File: src/rtl/pu_pkg.sv
package pu_pkg;

    // slice width chosen for the word currently held
    typedef enum logic [1:0] {
        SLICE_NIB  = 2'd0,
        SLICE_BYTE = 2'd1,
        SLICE_HALF = 2'd2
    } slice_e;

    // handshake state machine
    typedef enum logic {
        ST_EMPTY = 1'b0,
        ST_HOLD  = 1'b1
    } state_e;

    // controls captured together with each word
    typedef struct packed {
        logic       big_endian;
        logic       mono;
        logic       wide_pins;
        logic [1:0] pix_size;
    } cfg_t;

    localparam cfg_t CFG_RESET = '{big_endian: 1'b0, mono: 1'b0,
                                   wide_pins: 1'b0, pix_size: 2'b00};

endpackage

File: src/rtl/pu_slice_decode.sv
module pu_slice_decode
    import pu_pkg::*;
#(
    parameter int WORD_W = 32,
    localparam int NIB_N  = WORD_W / 4,
    localparam int BYTE_N = WORD_W / 8,
    localparam int HALF_N = WORD_W / 16,
    localparam int IDX_W  = $clog2(NIB_N)
) (
    input  cfg_t             cfg,
    output slice_e           slice,
    output logic [IDX_W-1:0] last_idx
);

    // monochrome mode groups 1-bit pixels by pin count; otherwise the
    // pixel size picks the slice and the wide-pin control is not used
    always_comb begin
        if (cfg.mono) begin
            slice = cfg.wide_pins ? SLICE_BYTE : SLICE_NIB;
        end else begin
            unique case (cfg.pix_size)
                2'b00:   slice = SLICE_NIB;
                2'b01:   slice = SLICE_BYTE;
                default: slice = SLICE_HALF;
            endcase
        end
    end

    always_comb begin
        unique case (slice)
            SLICE_NIB:  last_idx = IDX_W'(NIB_N - 1);
            SLICE_BYTE: last_idx = IDX_W'(BYTE_N - 1);
            default:    last_idx = IDX_W'(HALF_N - 1);
        endcase
    end

endmodule

File: src/rtl/pu_word_slicer.sv
module pu_word_slicer
    import pu_pkg::*;
#(
    parameter int WORD_W = 32,
    parameter int OUT_W  = 16,
    localparam int NIB_N  = WORD_W / 4,
    localparam int BYTE_N = WORD_W / 8,
    localparam int HALF_N = WORD_W / 16,
    localparam int IDX_W  = $clog2(NIB_N),
    localparam int BPOS_W = $clog2(BYTE_N),
    localparam int HPOS_W = $clog2(HALF_N)
) (
    input  logic [WORD_W-1:0] word,
    input  slice_e            slice,
    input  logic              big_endian,
    input  logic [IDX_W-1:0]  idx,
    output logic [OUT_W-1:0]  pix
);

    logic [3:0]  nib_a  [NIB_N];
    logic [7:0]  byte_a [BYTE_N];
    logic [15:0] half_a [HALF_N];

    // break the word into its slices once for each width
    for (genvar gn = 0; gn < NIB_N; gn++) begin : g_nib
        assign nib_a[gn] = word[gn*4 +: 4];
    end
    for (genvar gb = 0; gb < BYTE_N; gb++) begin : g_byte
        assign byte_a[gb] = word[gb*8 +: 8];
    end
    for (genvar gh = 0; gh < HALF_N; gh++) begin : g_half
        assign half_a[gh] = word[gh*16 +: 16];
    end

    // the beat index counts up in both orders; big-endian mirrors it
    logic [IDX_W-1:0]  pos_n;
    logic [BPOS_W-1:0] pos_b;
    logic [HPOS_W-1:0] pos_h;

    always_comb begin
        pos_n = big_endian ? (IDX_W'(NIB_N - 1) - idx) : idx;
        pos_b = big_endian ? (BPOS_W'(BYTE_N - 1) - idx[BPOS_W-1:0])
                           : idx[BPOS_W-1:0];
        pos_h = big_endian ? (HPOS_W'(HALF_N - 1) - idx[HPOS_W-1:0])
                           : idx[HPOS_W-1:0];
    end

    always_comb begin
        unique case (slice)
            SLICE_NIB:  pix = OUT_W'(nib_a[pos_n]);
            SLICE_BYTE: pix = OUT_W'(byte_a[pos_b]);
            default:    pix = OUT_W'(half_a[pos_h]);
        endcase
    end

endmodule

File: src/rtl/pu_unpack_fsm.sv
module pu_unpack_fsm
    import pu_pkg::*;
#(
    parameter int IDX_W = 3
) (
    input  logic             clk,
    input  logic             rst_n,
    input  logic             in_valid,
    input  logic             out_ready,
    input  logic [IDX_W-1:0] last_idx,
    output logic             in_ready,
    output logic             out_valid,
    output logic             load,
    output logic [IDX_W-1:0] idx
);

    state_e           state_q, state_d;
    logic [IDX_W-1:0] idx_d;
    logic             at_last;

    assign at_last = (idx == last_idx);

    // next state and beat index
    always_comb begin
        state_d = state_q;
        idx_d   = idx;
        unique case (state_q)
            ST_EMPTY: begin
                if (load) begin                 // LOAD
                    state_d = ST_HOLD;
                    idx_d   = '0;
                end
            end
            ST_HOLD: begin
                if (out_ready) begin
                    if (!at_last) begin         // STEP
                        idx_d = idx + 1'b1;
                    end else if (load) begin    // RELOAD
                        idx_d = '0;
                    end else begin              // DRAIN
                        state_d = ST_EMPTY;
                        idx_d   = '0;
                    end
                end                             // WAIT otherwise
            end
            default: begin
                state_d = ST_EMPTY;
                idx_d   = '0;
            end
        endcase
    end

    // state register
    always_ff @(posedge clk) begin
        if (!rst_n) begin
            state_q <= ST_EMPTY;
            idx     <= '0;
        end else begin
            state_q <= state_d;
            idx     <= idx_d;
        end
    end

    // outputs
    always_comb begin
        in_ready  = 1'b0;
        out_valid = 1'b0;
        unique case (state_q)
            ST_EMPTY: in_ready = 1'b1;
            ST_HOLD: begin
                out_valid = 1'b1;
                in_ready  = out_ready && at_last;
            end
            default: ;
        endcase
        load = in_valid && in_ready;
    end

endmodule

File: src/rtl/pixel_word_unpacker.sv
module pixel_word_unpacker
    import pu_pkg::*;
#(
    parameter int WORD_W = 32,
    parameter int OUT_W  = 16,
    localparam int NIB_N = WORD_W / 4,
    localparam int IDX_W = $clog2(NIB_N)
) (
    input  logic              clk,
    input  logic              rst_n,
    input  logic              cfg_big_endian,
    input  logic              cfg_mono,
    input  logic              cfg_wide_pins,
    input  logic [1:0]        cfg_pix_size,
    input  logic              in_valid,
    input  logic [WORD_W-1:0] in_word,
    output logic              in_ready,
    output logic              out_valid,
    output logic [OUT_W-1:0]  out_data,
    input  logic              out_ready
);

    cfg_t              cfg_q;
    logic [WORD_W-1:0] word_q;
    slice_e            slice;
    logic [IDX_W-1:0]  last_idx;
    logic [IDX_W-1:0]  idx;
    logic              load;

    // controls and data are captured only with a word
    always_ff @(posedge clk) begin
        if (!rst_n) begin
            cfg_q  <= CFG_RESET;
            word_q <= '0;
        end else if (load) begin
            cfg_q  <= '{big_endian: cfg_big_endian, mono: cfg_mono,
                        wide_pins: cfg_wide_pins, pix_size: cfg_pix_size};
            word_q <= in_word;
        end
    end

    pu_slice_decode #(.WORD_W(WORD_W)) u_decode (
        .cfg      (cfg_q),
        .slice    (slice),
        .last_idx (last_idx)
    );

    pu_unpack_fsm #(.IDX_W(IDX_W)) u_fsm (
        .clk       (clk),
        .rst_n     (rst_n),
        .in_valid  (in_valid),
        .out_ready (out_ready),
        .last_idx  (last_idx),
        .in_ready  (in_ready),
        .out_valid (out_valid),
        .load      (load),
        .idx       (idx)
    );

    pu_word_slicer #(.WORD_W(WORD_W), .OUT_W(OUT_W)) u_slicer (
        .word       (word_q),
        .slice      (slice),
        .big_endian (cfg_q.big_endian),
        .idx        (idx),
        .pix        (out_data)
    );

endmodule

File: config.mk
export PLATFORM = sky130hd
export DESIGN_NAME = pixel_word_unpacker
export DESIGN_NICKNAME = d
export VERILOG_FILES = /design/src/rtl/pu_pkg.sv /design/src/rtl/pu_slice_decode.sv /design/src/rtl/pu_word_slicer.sv /design/src/rtl/pu_unpack_fsm.sv /design/src/rtl/pixel_word_unpacker.sv
export SDC_FILE = /design/constraint.sdc
export NUM_CORES = 1
export LEC_CHECK = 0
export ABC_AREA = 1
export BUFFER_PORTS_ARGS = -buffer_cell sky130_fd_sc_hd__buf_2
export CAP_MARGIN = 20
export CORE_MARGIN = 8
export CORE_UTILIZATION = 59
export DETAILED_ROUTE_END_ITERATION = 8
export HOLD_SLACK_MARGIN = 0.15
export PLACE_DENSITY = 0.85
export SKIP_CTS_REPAIR_TIMING = 1
export SLEW_MARGIN = 25
export SYNTH_ARGS = -nofsm -noshare
export SYNTH_HDL_FRONTEND = slang
export SYNTH_SLANG_ARGS = --single-unit
File: constraint.sdc
create_clock -name clk -period 2.78 [get_ports clk]
set_clock_uncertainty 0.1 [all_clocks]
set_input_delay 0.139 -clock clk [delete_from_list [all_inputs] [get_ports clk]]
set_output_delay 0.139 -clock clk [all_outputs]
set_load 0.02 [all_outputs]
### Yosys cells after proc, flatten, opt, wreduce, memory -nomap -nowiden

Cells that the tools add are included.

* flip-flop bits (word level): 41
* latch bits: 0
* RAM bits: 0
* bits in read-only memories: 0
* input port bits: 41
* output and inout bits: 18
* logic and storage cells: 55
* memories kept: 0

* $add $sub $neg: 4
* multipliers: 0
* divide/modulo/power cells: 0
* magnitude comparators: 3
* equality and inequality tests: 5
* shift-type cells: 0
* mux-type cells: 27
* bitwise operators: 4
* reductions and logical operators: 5

Operator list (number)
* two-way mux 16 bit: 3
* one-hot mux 16 bit (2 select lines): 1
* binary-select mux 8 bit (select 2 bit): 1
* two-way mux 8 bit: 2
* binary-select mux 4 bit (select 3 bit): 1
* two-way mux 3 bit: 4
* one-hot mux 3 bit (2 select lines): 2
* two-way mux 4 bit: 2
* two-way mux 1 bit: 6
* equality test 2 x 1 -> 1 bit (second input constant): 2
* greater-or-equal comparator 4 bit (second input constant): 1
* zero test 2 bit: 2
* two-way mux 2 bit: 2
* != test 2 bit (second input constant): 2
* inverter 3 -> 4 bit: 1
* one-hot mux 1 bit (2 select lines): 2
* one-hot mux 2 bit (2 select lines): 1
* adder 3 x 1 -> 3 bit (second input constant): 1
* equality test 3 bit: 1
* greater-or-equal comparator 3 bit (second input constant): 1
* inverter 2 -> 3 bit: 1
* subtractor 3 bit (first input constant): 1
* greater-or-equal comparator 2 bit (second input constant): 1
* logical AND 1 bit: 2
* other kinds (5): 5

### Longest topological paths before layout

Gate-level depths: netlist of run 1.

* depth in word-level cells: 13
* gate-level depth with buffers: 12
* depth with buffers taken out: 10

### Cells and area by module

From an unflattened synthesis of run 1, not the netlist that was laid out.

* cell total of the unflattened synthesis: 481
* area total of the unflattened synthesis: 2711.4 um^2

By module, submodules not included
* pixel_word_unpacker: times used 1, cells each 234, area an instance 1526.5 um^2, sequential area each 740.7 um^2
* pu_word_slicer: times used 1, cells each 198, area an instance 893.4 um^2, sequential area each 0.0 um^2
* pu_unpack_fsm: times used 1, cells each 37, area an instance 239.0 um^2, sequential area each 80.1 um^2
* pu_slice_decode: times used 1, cells each 12, area an instance 52.6 um^2, sequential area each 0.0 um^2

### Least setup slack after synthesis of run 1

OpenSTA, ideal clock, no wires.

* path type: reg-to-output
* from: register cfg_q[3] in the netlist's numbering
* to: output port out_data[4]
* data arrival time: 1559 ps
* required time: 2541 ps
* setup slack: 982 ps
* cell stages (with the launch flop): 8
* path buffers: 1
* cell sequence: dfxtp_1 > inv_2 > nand2_2 > buf_6 > inv_2 > nor2_1 > inv_2 > o31ai_1

* cells in the longest elaborated chain, start to end: 3
* elaborated cells between the ends (all ways): 4
* those cells by class: eq/ne: 1; mux: 2; reduce/logical: 1

RTL lines
* start, declared: line pixel_word_unpacker.sv:23 `cfg_t cfg_q;`
* start signal, assigned: line pixel_word_unpacker.sv:36 `cfg_q <= '{big_endian: cfg_big_endian, mono: cfg_mono,`
* two-way mux 2 bit (*): line pu_slice_decode.sv:18 `if (cfg.mono) begin`
* equality test 2 x 1 -> 1 bit or zero test 2 bit (tied branches): line pu_word_slicer.sv:49 `unique case (slice)`
* one-hot mux 16 bit (2 select lines) (*): line pu_word_slicer.sv:49
* end, declared: line pixel_word_unpacker.sv:19 `output logic [OUT_W-1:0] out_data,`

Every way passes the cells marked *; elsewhere a longest branch is shown, timed or not.

### Worst setup path after layout of run 1

* from: register cfg_q[4] in the netlist's numbering
* to: output port out_data[5]

* cells in the longest elaborated chain, start to end: 6
* elaborated cells between the ends (all ways): 11
* those cells by class: mux: 9; bitwise: 2

RTL lines (line)
* two-way mux 2 bit or two-way mux 1 bit (tied branches): pu_word_slicer.sv:42, pu_word_slicer.sv:44
* inverter 2 -> 3 bit (not written as such) or inverter 1 -> 2 bit (tied branches): pu_word_slicer.sv:51, pu_word_slicer.sv:52
* binary-select mux 8 bit (select 2 bit) or two-way mux 16 bit (tied branches): pu_word_slicer.sv:51, pu_word_slicer.sv:52
* two-way mux 8 bit (not written as such) or two-way mux 16 bit (tied branches) (2 in series): pu_word_slicer.sv:51, pu_word_slicer.sv:52
* one-hot mux 16 bit (2 select lines) (*): pu_word_slicer.sv:49

Every way passes the cells marked *; elsewhere a longest branch is shown, timed or not. The select of a mux whose other input is x is not followed.

==> out/results.tsv, run 1 <==
stage	metric	value	unit
pwr	power_density	459	nW/um^2
synth	yosysUniqueCellTypes	22	
worst_setup_path	worst_path_max_delay_cell	dfxtp_1	
finish	fillers	383	
placement	dp_cells	538	
clocking	insertion_delay	0.29	ns
finish	fin_nets	570	
worst_setup_path	cp.arrival	2.22	ns
synth	synth_seq_cells	41	
worst_setup_path	start_kind	flip-flop	
worst_setup_path	critical_path.most_common_cell	nand2_1	
worst_setup_path	critical_path_class	flip-flop to output port	
pwr	clock_power_share	22.7	%
finish	finalNonFillerCells	581	
synth	syn_area_per_cell	6.15	sq um
floorplan	start_util	59.9	%
floorplan	core_area	4630	sq um
global_routing	antenna_found_initial	0	
finish	area_growth	24.6	%
run	drv_cap	0	
worst_hold_path	hp-class	input port to flip-flop	
worst_setup_path	critPathMaxFanout	22	
worst_setup_path	end_kind	output port	
floorplan	row_count	25	
route	wire_per_inst	14.5	microns
floorplan	die_x	84.5	microns
pwr	internal_power	1010	uW
route	drt_wl_total	8420	microns
worst_setup_path	worstPathCellList	inv_2, nand2_1, nand2_1, nand2_1, a21oi_1, o31ai_1, buf_2	
clocking	clk_path_buf_depth	2	
pwr	p_leak	0.00178	uW
floorplan	num_io_pins	59	
route	drc	0	
synth	synth_area	2770	sq um
sta	fin_crit	2.46	ns
placement	gp_congestion	0.904	
sta	rsz0062_at_grt	no	
clocking	root_buffer	clkbuf_8	
synth	syn_inst	451	
sta	final-hold-violation-count	0	
sta	tightest_slew	0.718	ns
synth	synth_nets	493	
global_routing	grt_max_degree	77	
floorplan	dieArea	7150	sq um
finish	drive_above_1_share	18.2	%
worst_setup_path	worstPathRequired	2.54	ns
synth	ys_seq_area_share	29.6	%
sta	setup_viol	0	
status	status	complete, no violations	
placement	dp_hpwl	5240	microns
pwr	power_switching	571	uW
clocking	cts.clk_slew.worst_paths	0.07	ns
route	first_pass_iters	6	
pwr	switching_share	36.0	%
global_routing	gr-total-overflow	0	
worst_setup_path	max_stage_delay	0.45	ns
global_routing	grt_pass1_vias	2632	
sta	drv_slew	0	
pwr	vdd_drop_max	266	uV
sta	period_share	88.4	%
pwr	power_frac_comb	35.1	%
sta	fmax	407	MHz
clocking	cts_max_level	2	
sta	hold_slack	0.215	ns
route	vias	3211	
sta	setup_tns	0	ns
clocking	cts_sinks	41	
pwr	finalPower	1580	uW
sta	max-slew-margin-rel	52.0	%
placement	io_buffer_count	58	
route	vias_per_cell	5.53	
clocking	cts_tree	yes	
floorplan	dieHeight	84.5	microns
global_routing	grt_pass1_wl	12100	microns
clocking	numCtsBuffers	5	
placement	dp_slack	0.530	ns
sta	worst_slack	0.321	ns
route	ant_nets	0	
synth	synth_warnings	0	
finish	antennaDiodeCount	0	
route	drt_iter0_drc	232	
pwr	p_seq_share	42.2	%
global_routing	grt_use_total	20.4	%
[area by class of cell]
| class | instances | area, sq um | area share [%] |
|---|---|---|---|
| Clock inverter | 1 | 5.00 | 0.145 |
| Multi-Input combinational cell | 310 | 1520 | 43.9 |
| Timing Repair Buffer | 100 | 711 | 20.6 |
| Inverter | 70 | 263 | 7.61 |
| Sequential cell | 41 | 821 | 23.8 |
| Tap cell | 54 | 67.6 | 1.96 |
| Clock buffer | 5 | 68.8 | 1.99 |
[path summary, 6_finish.rpt]
kind / startpoint / end / slack [ns] / cells after the start
worst max-delay path: cfg_q[4]$_SDFFE_PN0P_ / out_data[5] / 0.32 / 7
worst min-delay path: in_valid / u_fsm.state_q$_SDFF_PN0_ / 0.21 / 3
worst max register to register: cfg_q[3]$_SDFFE_PN0P_ / word_q[1]$_SDFFE_PN0P_ / 0.88 / 10
worst min register to register: word_q[31]$_SDFFE_PN0P_ / word_q[31]$_SDFFE_PN0P_ / 0.39 / 2
[cells in the final DEF, fill, tap and decap left out, drive strengths merged]
cell,synthesis,layout
nand2,93,93
inv,70,70
nand3,66,66
buf,21,63
a21oi,58,58
nor2,49,49
dfxtp,41,41
dlygate4sd3,0,37
or2,14,14
o211ai,12,12
o21ai,10,10
clkbuf,9,5
o31ai,4,4
xnor2,2,2
nand4,1,1
ha,1,1
clkinv,0,1
[worst max-delay path, delay by kind of cell (launching register included)]
family / cells / cell delay [ns]
and+or+nand+nor: 3 / 0.79
DFF: 1 / 0.45
AOI/OAI and AO/OA: 2 / 0.39
buffers and inverters: 2 / 0.29
[cell families after synthesis]
kind of cell             synth area share (%)
AO/OA/AOI/OAI                            16.6
XOR/XNOR                                0.632
adder cells (fa/ha/maj)                 0.451
buffers and inverters                    15.8
flip-flops                               29.6
AND/OR/NAND/NOR                          36.9
[state kept, by name, indices dropped and copies added, names as in the netlist]
name	flops
word_q	32
cfg_q	5
u_fsm.idx	3
u_fsm.state_q	1
[layer usage]
layer / part of all wire (%) / wire, microns / track usage (%) / vias up
li1: - / - / - / 1585
met1: 40 / 3400 / 26.5 / 1456
met2: 50 / 4210 / 32.9 / 152
met3: 7.6 / 643 / 4.68 / 18
met4: 1.8 / 154 / 5.50 / 0
met5: 0 / 0 / 0 / -
[cells in the mapped netlist, drive strengths merged]
cell type / instances / share of area (%)
nand2: 93 / 13
o31ai: 4 / 1.1
xnor2: 2 / 0.63
or2: 14 / 3.2
clkbuf: 9 / 1.3
nand3: 66 / 14
a21oi: 58 / 10
dfxtp: 41 / 30
nand4: 1 / 0.45
nor2: 49 / 6.6
o211ai: 12 / 3.3
inv: 70 / 9.5
buf: 21 / 5.0
ha: 1 / 0.45
o21ai: 10 / 1.8
[power by group through the flow]
stage	sequential [uW]	clock, uW	combinational, uW
2_1_floorplan	667	0	386
3_3_place_gp	678	0	492
3_5_place_dp	680	0	501
4_1_cts	667	359	501
5_1_grt	673	383	617
6_report	668	359	556
[metrics by stage]
stage	cell area, sq um	utilization, %
after floorplan	2770	-
after global placement	3010	64.9
after detailed placement	3010	64.9
after CTS	3080	66.5
after global routing	3450	74.6
final	3450	74.6
Power figures use the tool's default switching activity.
==> inputs of run 2 (changes only) <==
BUFFER_PORTS_ARGS = -buffer_cell sky130_fd_sc_hd__buf_4   (was -buffer_cell sky130_fd_sc_hd__buf_2)
==> run 2 against run 1 <==
  * Sequential power hardly changed
  * Non-clock buffer count stayed put
  * Worst setup slack better by 0.050 ns
  * Largest power group unchanged
==> out/results.tsv, run 2 (synthesis gave the netlist of run 1 again) <==
stage	metric	value	unit	change
route	vias_per_cell	5.43		was 5.53
worst_setup_path	cpLargestDelayFamily	simple AND/OR/NAND/NOR gates		unchanged
placement	dp_hpwl	5180	microns	was 5240 microns
clocking	clk_path_buf_depth	2		unchanged
finish	fin_nets	570		unchanged
worst_setup_path	end_kind	output port		unchanged
clocking	cts.clk_slew.worst_paths	0.08	ns	was 0.07 ns
global_routing	antenna_found_initial	1		was 0
sta	setup_tns	0	ns	unchanged
sta	period_share	86.7	%	was 88.4%
worst_setup_path	critical_path.most_common_cell	nand2_1		unchanged
worst_setup_path	cp.buffers_inverters	2		unchanged
floorplan	num_io_pins	59		unchanged
route	dr_wl_met2	3960	microns	was 4210 microns
sta	fmax	415	MHz	was 407 MHz
finish	fillers	353		was 383
sta	setup_viol	0		unchanged
floorplan	dieArea	7150	sq um	unchanged
clocking	root_buffer	clkbuf_8		unchanged
sta	drv_slew	0		unchanged
finish	area_growth	30.8	%	was 24.6%
placement	io_buffer_count	58		unchanged
clocking	cts_sinks	41		unchanged
sta	fin_crit	2.41	ns	was 2.46 ns
sta	worst_slack	0.371	ns	was 0.321 ns
route	ant_nets	0		unchanged
floorplan	die_x	84.5	microns	unchanged
worst_setup_path	start_kind	flip-flop		unchanged
global_routing	grt_max_degree	51		was 77
route	drt_wl_total	8100	microns	was 8420 microns
worst_setup_path	worst_path_max_delay_cell	or2_2		was dfxtp_1
pwr	vdd_drop_max	393	uV	was 266 uV
pwr	power_density	485	nW/um^2	was 459 nW/um^2
sta	tightest_slew	0.689	ns	was 0.718 ns
clocking	numCtsBuffers	5		unchanged
route	drc	0		unchanged
floorplan	start_util	59.9	%	unchanged
route	wl_met1	3560	microns	was 3400 microns
sta	rsz0062_at_grt	no		unchanged
floorplan	core_area	4630	sq um	unchanged
route	top_layer	met4		unchanged
worst_setup_path	critical_path_class	flip-flop to output port		unchanged
run	drv_cap	0		unchanged
global_routing	grt_use_total	20.3	%	was 20.4%
clocking	insertion_delay	0.30	ns	was 0.29 ns
global_routing	grt_pass1_wl	12200	microns	was 12100 microns
floorplan	row_count	25		unchanged
route	vias	3174		was 3211
route	wire_per_inst	13.9	microns	was 14.5 microns
finish	reg_top3	word_q (32), cfg_q (5), u_fsm.idx (3)		unchanged
route	wl_met3	457	microns	was 643 microns
pwr	p_leak	0.00183	uW	was 0.00178 uW
clocking	cts_tree	yes		unchanged
floorplan	dieHeight	84.5	microns	unchanged
worst_setup_path	max_stage_delay	0.49	ns	was 0.45 ns
placement	gp_congestion	0.881		was 0.904
global_routing	gr-total-overflow	0		unchanged
sta	max-slew-margin-rel	54.0	%	was 52.0%
finish	layout_common_cells	nand2_1, inv_1, buf_4		was nand2_1, inv_1, a21oi_1, buf_2, nand3_1
worst_setup_path	cp.arrival	2.17	ns	was 2.22 ns
finish	final_common_cell	nand2_1		unchanged
route	first_pass_iters	7		was 6
route	drt_iter0_drc	270		was 232
global_routing	grt_pass1_vias	2609		was 2632
finish	max_flop_register	word_q		unchanged
finish	largest_reg_flops	32		unchanged
worst_setup_path	worstPathRequired	2.54	ns	about the same
worst_setup_path	worstPathCellList	inv_2, nand2_1, nand2_1, or2_2, a21oi_1, o31ai_1, buf_4		was inv_2, nand2_1, nand2_1, nand2_1, a21oi_1, o31ai_1, buf_2
status	status	complete, no violations		unchanged
sta	final-hold-violation-count	0		unchanged
finish	drive_above_1_share	18.3	%	was 18.2%
placement	dp_slack	0.760	ns	was 0.530 ns
worst_hold_path	hp-class	input port to flip-flop		unchanged
clocking	cts_max_level	2		unchanged
worst_setup_path	critPathMaxFanout	22		unchanged
## run 2: cell count changes in the layout (fill, tap and decap cells not counted), sizes merged
cell | previous run | this run
clkbuf | 5 | 7
clkinv | 1 | 0
diode | 0 | 1
dlygate4sd3 | 37 | 36
buf | 63 | 64
bufinv | 0 | 1
## run 2: power by group
part | switching [uW] | internal [uW] | leakage, uW
combinational | 340 | 246 | 0.00144
clock | 212 | 293 | 0.0000585
sequential | 35.2 | 632 | 0.000339
## run 2: path summary, 6_finish.rpt
check / from / cells past startpoint / slack (ns) / end
worst min register to register: word_q[31]$_SDFFE_PN0P_ / 2 / 0.39 / word_q[31]$_SDFFE_PN0P_
worst min-delay path: in_word[28] / 5 / 0.10 / word_q[28]$_SDFFE_PN0P_
worst max register to register: cfg_q[3]$_SDFFE_PN0P_ / 10 / 0.75 / word_q[19]$_SDFFE_PN0P_
worst max-delay path: cfg_q[4]$_SDFFE_PN0P_ / 7 / 0.37 / out_data[6]
## run 2: per-layer routing
layer	global-route usage (%)	up-vias
met3	4.10	16
met1	27.5	1457
met2	32.1	112
met4	4.69	0
met5	0	-
li1	-	1589
## run 2: area by class of cell
cell class / instances / area (sq um) / area share, %
repair buffers: 100 / 841 / 23.2
clock inverters: 1 / 30.0 / 0.828
clock buffers: 7 / 86.3 / 2.38
well taps: 54 / 67.6 / 1.86
flip-flops and latches: 41 / 821 / 22.6
diodes: 1 / 2.50 / 0.0690
multi-input cells: 310 / 1510 / 41.8
inverters: 70 / 263 / 7.25
## run 2: through the flow
step | power [uW] | utilization (%) | area, sq um | cells | hold WS [ns]
6_report | 1760 | 78.3 | 3620 | 584 | 0.102
3_3_place_gp | 1200 | 67.9 | 3150 | 539 | 0.345
2_1_floorplan | 1050 | - | 2770 | 451 | 0.187
3_5_place_dp | 1210 | 67.9 | 3150 | 539 | 0.355
4_1_cts | 1710 | 70.5 | 3260 | 547 | 0.0465
5_1_grt | 1850 | 78.3 | 3620 | 584 | 0.162
## run 2: tightest hold or removal path, cell delays in order
cell     delay, ns
buf_4         0.08
inv_1         0.04
nand3_1       0.07
nand2_1       0.06
nor2_1        0.08
